### src/rtl/secreg_pkg.sv
package secreg_pkg;
  localparam int REGION_SHIFT = 3;

  typedef enum logic [2:0] {
    ST_IDLE, ST_SPLIT, ST_WAIT, ST_ENTRY, ST_READ, ST_EXIT, ST_DONE
  } seq_state_e;

  typedef enum logic {
    SEL_UNLOCK1,
    SEL_UNLOCK2
  } unlock_sel_e;
endpackage

### src/rtl/secreg_splitter.sv
module secreg_splitter #(
  parameter int N_DEV = 4,
  parameter int DEV_W = 5,
  parameter int LEN_W = 8
) (
  input  logic [DEV_W:0]   dev_i,
  input  logic [2:0]       ofs_i,
  input  logic [LEN_W-1:0] rem_i,
  output logic             stop_o,
  output logic [3:0]       chunk_o
);
  localparam logic [DEV_W:0] LAST_DEV = (DEV_W + 1)'(N_DEV);

  logic [3:0] room;

  always_comb begin
    room    = 4'd8 - {1'b0, ofs_i};
    stop_o  = (rem_i == '0) || (dev_i >= LAST_DEV);
    chunk_o = (rem_i < LEN_W'(room)) ? rem_i[3:0] : room;
  end
endmodule

### src/rtl/secreg_cmd_rom.sv
module secreg_cmd_rom
  import secreg_pkg::*;
(
  input  logic        exit_i,
  input  logic [2:0]  step_i,
  output logic [7:0]  data_o,
  output unlock_sel_e sel_o,
  output logic        last_o
);
  always_comb begin
    data_o = 8'h00;
    sel_o  = SEL_UNLOCK1;
    last_o = 1'b0;
    unique case (step_i)
      3'd0: data_o = 8'hAA;
      3'd1: begin data_o = 8'h55; sel_o = SEL_UNLOCK2; end
      3'd2: begin data_o = exit_i ? 8'h90 : 8'h88; last_o = !exit_i; end
      3'd3: begin data_o = 8'h00; last_o = 1'b1; end
      default: last_o = 1'b1;
    endcase
  end
endmodule

### src/rtl/secreg_gap_timer.sv
module secreg_gap_timer #(
  parameter int GAP_CYC = 1
) (
  input  logic clk_i,
  input  logic rst_ni,
  input  logic fire_i,
  output logic free_o
);
  localparam int GW = (GAP_CYC > 0) ? $clog2(GAP_CYC + 1) : 1;

  logic [GW-1:0] cnt_q;

  always_ff @(posedge clk_i or negedge rst_ni) begin
    if (!rst_ni)          cnt_q <= '0;
    else if (fire_i)      cnt_q <= GW'(GAP_CYC);
    else if (cnt_q != '0) cnt_q <= cnt_q - 1'b1;
  end

  assign free_o = (cnt_q == '0);
endmodule

### src/rtl/secreg_rd_seq.sv
module secreg_rd_seq
  import secreg_pkg::*;
#(
  parameter int N_DEV   = 4,
  parameter int ADDR_W  = 8,
  parameter int LEN_W   = 8,
  parameter int DEV_AW  = 12,
  parameter logic [DEV_AW-1:0] UNLOCK1 = 'h555,
  parameter logic [DEV_AW-1:0] UNLOCK2 = 'h2AA,
  parameter int GAP_CYC = 1,
  localparam int IDX_W  = $clog2(N_DEV),
  localparam int BUS_AW = IDX_W + DEV_AW
) (
  input  logic              clk_i,
  input  logic              rst_ni,
  input  logic              req_i,
  input  logic [ADDR_W-1:0] req_addr_i,
  input  logic [LEN_W-1:0]  req_len_i,
  output logic              done_o,
  output logic [LEN_W-1:0]  xfer_len_o,
  input  logic [N_DEV-1:0]  dev_ready_i,
  output logic [BUS_AW-1:0] bus_addr_o,
  output logic              cmd_we_o,
  output logic [7:0]        cmd_data_o,
  output logic              rd_en_o,
  input  logic [7:0]        rd_data_i,
  output logic              out_vld_o,
  output logic [7:0]        out_data_o
);
  localparam int DEV_W = ADDR_W - REGION_SHIFT;

  seq_state_e       state_q;
  logic [DEV_W:0]   dev_q;
  logic [2:0]       ofs_q;
  logic [2:0]       step_q;
  logic [3:0]       chunk_q;
  logic [LEN_W-1:0] rem_q;
  logic [LEN_W-1:0] cnt_q;
  logic             out_vld_q;
  logic [7:0]       out_data_q;

  logic             stop;
  logic [3:0]       chunk;
  logic [7:0]       rom_data;
  unlock_sel_e      rom_sel;
  logic             rom_last;
  logic             gap_free;
  logic             bus_phase;
  logic             fire;
  logic [IDX_W-1:0] dev_idx;
  logic [2:0]       rd_ofs;
  logic             burst_end;

  secreg_splitter #(.N_DEV(N_DEV), .DEV_W(DEV_W), .LEN_W(LEN_W)) u_split (
    .dev_i  (dev_q),
    .ofs_i  (ofs_q),
    .rem_i  (rem_q),
    .stop_o (stop),
    .chunk_o(chunk)
  );

  secreg_cmd_rom u_rom (
    .exit_i(state_q == ST_EXIT),
    .step_i(step_q),
    .data_o(rom_data),
    .sel_o (rom_sel),
    .last_o(rom_last)
  );

  secreg_gap_timer #(.GAP_CYC(GAP_CYC)) u_gap (
    .clk_i (clk_i),
    .rst_ni(rst_ni),
    .fire_i(fire),
    .free_o(gap_free)
  );

  assign dev_idx   = dev_q[IDX_W-1:0];
  assign rd_ofs    = ofs_q + step_q;
  assign burst_end = (({1'b0, step_q} + 4'd1) == chunk_q);
  assign bus_phase = (state_q == ST_ENTRY) || (state_q == ST_READ) || (state_q == ST_EXIT);
  assign fire      = bus_phase && gap_free;

  assign rd_en_o    = fire && (state_q == ST_READ);
  assign cmd_we_o   = fire && (state_q != ST_READ);
  assign cmd_data_o = cmd_we_o ? rom_data : 8'h00;

  always_comb begin
    if (state_q == ST_READ)
      bus_addr_o = {dev_idx, DEV_AW'(rd_ofs)};
    else
      bus_addr_o = {dev_idx, (rom_sel == SEL_UNLOCK1) ? UNLOCK1 : UNLOCK2};
  end

  always_ff @(posedge clk_i or negedge rst_ni) begin
    if (!rst_ni) begin
      state_q <= ST_IDLE;
      dev_q   <= '0;
      ofs_q   <= '0;
      step_q  <= '0;
      chunk_q <= '0;
      rem_q   <= '0;
      cnt_q   <= '0;
    end else begin
      unique case (state_q)
        ST_IDLE: if (req_i) begin
          dev_q   <= {1'b0, req_addr_i[ADDR_W-1:REGION_SHIFT]};
          ofs_q   <= req_addr_i[2:0];
          rem_q   <= req_len_i;
          cnt_q   <= '0;
          state_q <= ST_SPLIT;
        end
        ST_SPLIT: begin
          if (stop) state_q <= ST_DONE;
          else begin
            chunk_q <= chunk;
            step_q  <= '0;
            state_q <= ST_WAIT;
          end
        end
        ST_WAIT: if (dev_ready_i[dev_idx]) state_q <= ST_ENTRY;
        ST_ENTRY: if (fire) begin
          if (rom_last) begin
            step_q  <= '0;
            state_q <= ST_READ;
          end else step_q <= step_q + 3'd1;
        end
        ST_READ: if (fire) begin
          if (burst_end) begin
            step_q  <= '0;
            state_q <= ST_EXIT;
          end else step_q <= step_q + 3'd1;
        end
        ST_EXIT: if (fire) begin
          if (rom_last) begin
            rem_q   <= rem_q - LEN_W'(chunk_q);
            cnt_q   <= cnt_q + LEN_W'(chunk_q);
            dev_q   <= dev_q + 1'b1;
            ofs_q   <= '0;
            step_q  <= '0;
            state_q <= ST_SPLIT;
          end else step_q <= step_q + 3'd1;
        end
        ST_DONE: state_q <= ST_IDLE;
        default: state_q <= ST_IDLE;
      endcase
    end
  end

  // byte is captured at the end of its read strobe
  always_ff @(posedge clk_i or negedge rst_ni) begin
    if (!rst_ni) begin
      out_vld_q  <= 1'b0;
      out_data_q <= '0;
    end else begin
      out_vld_q <= rd_en_o;
      if (rd_en_o) out_data_q <= rd_data_i;
    end
  end

  assign out_vld_o  = out_vld_q;
  assign out_data_o = out_data_q;
  assign done_o     = (state_q == ST_DONE);
  assign xfer_len_o = cnt_q;
endmodule

### config.mk
export PLATFORM = sky130hd
export DESIGN_NAME = secreg_rd_seq
export DESIGN_NICKNAME = d
export VERILOG_FILES = /design/src/rtl/secreg_pkg.sv /design/src/rtl/secreg_splitter.sv /design/src/rtl/secreg_cmd_rom.sv /design/src/rtl/secreg_gap_timer.sv /design/src/rtl/secreg_rd_seq.sv
export SDC_FILE = /design/constraint.sdc
export NUM_CORES = 1
export LEC_CHECK = 0
export BUFFER_PORTS_ARGS = -buffer_cell sky130_fd_sc_hd__buf_4
export CAP_MARGIN = 20
export CORE_MARGIN = 2
export CORE_UTILIZATION = 54
export CTS_CLUSTER_SIZE = 30
export DETAILED_ROUTE_END_ITERATION = 12
export HOLD_SLACK_MARGIN = 0.1
export MAX_ROUTING_LAYER = met4
export PLACE_DENSITY = 0.91
export SETUP_SLACK_MARGIN = 0.4
export SYNTH_ARGS = -nofsm -noshare
export SYNTH_HDL_FRONTEND = slang
export SYNTH_SLANG_ARGS = --single-unit
### constraint.sdc
create_clock -name clk_i -period 3.3 [get_ports clk_i]
set_input_delay 0.66 -clock clk_i [delete_from_list [all_inputs] [get_ports clk_i]]
set_output_delay 0.66 -clock clk_i [all_outputs]
set_load 0.02 [all_outputs]
==> summary.txt <==
run status: finished clean
Post-synth EDFFs: 0
Startpoint Class: register
n_diodes: 0
relative slew slack: 56.7%
Rows: 27
post-DR wirelength/cell: 15.5 um
Synth Net Count: 379
Clock Skew: 9.22 ps
Final Setup Violations: 0
Post-Syn Instances: 326
vias in the first global route: 2,494
register area share after synthesis: 37.9%
WP data required: 2640 ps
final period utilization: 81.9%
Mapped Area: 0.00297 mm^2
Cell variety after synth: 56
Routed Antenna Nets: 0
maxcap violations: 0
sequential cell area: 0.00113 mm^2
routed vias: 2,643
root buf cell: clkbuf_8
Achievable Freq: 0.370 GHz
Layout area overhead: 21.0%
area of the multi-input gates: 0.00162 mm^2
die footprint: 0.00611 mm^2
Die W: 78.2 um
Arr. time, crit path: 2040 ps
DR vias/cell: 5.80
final hold violation count: 0
worst vdd ir: 0.000522 V
grt total ovfl: 0
Num CTS Buffers: 5
HPWL Detailed: 5290 um
Worst setup EP type: primary output
Hold WC Path Type: in -> async
Lkg Pwr: 1.70 nW
fraction of registers with async set/reset: 100%
H-tree levels: 2
TNS Setup: 0 ps
Pwr Density: 953 mW/mm^2
final wirelength: 7080 um
crit-path max FO: 13
TritonCTS clock tree: done
WS Path Type: reg -> out
Sink Count: 45
final slew viol count: 0
Top FF cell, synth: dfrtp_1
postcts setup bufs: 0
1st-iter DRT viols: 184
hold_buf cts: 0
Total Power: 3.43 mW
Tot GR Track Use: 24.7%
I/O pin cnt: 73
global-route wire length before repair: 11,700 um
initial antenna violation count: 0
Tightest Pin Transition: 648 ps
Fillers: 443
latest clock arrival within the worst-skew pair: 300 ps
Initial Util: 55.0%
largest net degree at the start of global routing: 46
Placeable Area: 0.00541 mm^2
Final #Nets: 437
worst reg2reg path startpoint: step_q[1]
Worst R2R Setup Slack: 620 ps
drt first pass iters: 4
CTS clk-pin slew, worst paths: 90 ps
PortBufs: 71
fin crit period: 2700 ps
DR DRC count: 0
FF+latch count, synth: 45
share of layout cells above drive strength 1: 26.3%
Final Wtd Congestion: 0.798
Critical path origin: state_q[1]
Synth Area per Inst: 9.12 um^2
Die Y: 78.2 um
clk buf depth: 2
unrepaired setup endpoints after global routing: no
final design utilization: 66.5%
warnings from Yosys: 0
through the flow:
step	std cells	hold slack (ps)	cell area [um^2]	worst slack (ps)
final	456	360	3590	598
after global routing	456	400	3590	456
after CTS	455	378	3590	568
after detailed placement	448	498	3480	634
after global placement	448	493	3480	707
after floorplan	326	364	2970	645
what timing repair did:
action | in CTS | in global routing
resized for setup | 0 | 1
setup endpoints to repair | 0 | 1
endpoints found under the hold margin | 0 | 0
logic make-up (layout without fill, tap and decap cells):
kind of cell,Yosys count,after routing,share of synthesized area (%)
simple gates,103,103,17.3
compound gates,82,82,18.2
flops,45,45,37.9
mux,13,13,5.18
fa+ha+maj,22,22,10.0
xor+xnor,12,12,3.54
buf+inv,48,106,7.71
other cells,1,1,0.126
per-layer routing:
metal	global-route usage, %	vias up	wire length [um]
met5	-	-	0
met4	7.37	0	136
met3	4.37	15	519
met2	41.2	111	3510
met1	31.1	1256	2910
li1	-	1261	-
registers in the layout, indices dropped and copies added, names as in the netlist:
name and flops:
chunk_q 4, dev_q 6, ofs_q 3, out_data_o 8, out_vld_o 1, rem_q 8
state_q 3, step_q 3, u_gap.cnt_q 1, xfer_len_o 8
cells in the mapped netlist (all sizes together) (4+ instances only):
| master | count | area share, % |
|---|---|---|
| a21o | 4 | 1.0 |
| dfrtp | 45 | 38 |
| xnor2 | 9 | 2.7 |
| o211ai | 4 | 1.0 |
| a211oi | 6 | 1.7 |
| clkbuf | 10 | 1.3 |
| nand3 | 4 | 0.67 |
| nand2b | 4 | 0.84 |
| or3 | 5 | 1.1 |
| nor3 | 9 | 1.5 |
| nor2b | 7 | 1.5 |
| mux2 | 9 | 3.4 |
| inv | 23 | 2.9 |
| o21ai | 27 | 4.5 |
| nor2 | 25 | 3.2 |
| a21oi | 14 | 2.4 |
| buf | 15 | 3.5 |
| nand2 | 30 | 3.8 |
| a221o | 4 | 1.3 |
| ha | 19 | 8.0 |
worst paths after layout:
check                      cells after the start            end
setup / recovery                               3        rd_en_o
hold / removal                                 1       ofs_q[2]
setup reg to reg                               9  xfer_len_o[7]
hold reg to reg                                1  out_data_o[4]
max in group asynchronous                      1      step_q[0]
min in group clk_i                             1  out_data_o[4]
placed cells by master, fill, tap and decap left out, types with 2 or more instances in the layout:
master	Yosys	final
mux2_2	9	9
o31ai_1	2	2
and3_1	2	2
xnor2_1	9	9
nor2b_1	7	7
a21o_1	4	4
nand3_1	4	4
a22o_1	3	3
buf_4	12	76
nand4_1	3	3
or4_1	3	3
nor2_1	24	24
dfrtp_1	45	44
xor2_1	3	3
nand2_1	30	30
a31oi_1	2	2
nand2b_1	4	4
nor3b_1	3	3
o22ai_1	3	3
a211oi_1	5	5
o21ai_0	26	26
fa_1	3	3
mux2i_1	3	3
clkbuf_8	0	5
o211ai_1	4	4
inv_1	23	23
a32o_1	2	2
or3_1	4	4
a21oi_1	14	14
ha_1	19	19
a221o_1	4	4
nand3b_1	3	3
nor3_1	9	9
worst max-delay path, stage by stage, from the launching register on:
cell	delay (ps)
dfrtp_1	510
or3b_2	610
nor2_2	390
buf_4	230
area by class of cell:
| type | instances | area share, % |
|---|---|---|
| clock buffer | 5 | 1.91 |
| timing repair buffer | 76 | 15.9 |
| inverter | 23 | 2.40 |
| tap | 72 | 2.51 |
| sequential | 45 | 31.4 |
| multi-input combinational | 233 | 45.0 |
| clock inverter | 2 | 0.975 |
power by group:
part | internal [mW] | switching (mW) | leakage [nW]
Sequential | 0.775 | 0.302 | 0.568
Combinational | 0.876 | 1.08 | 1.08
Clock | 0.220 | 0.179 | 0.0540
Total | 1.87 | 1.56 | 1.70
Note: power is estimated with default switching activity, not from simulation.
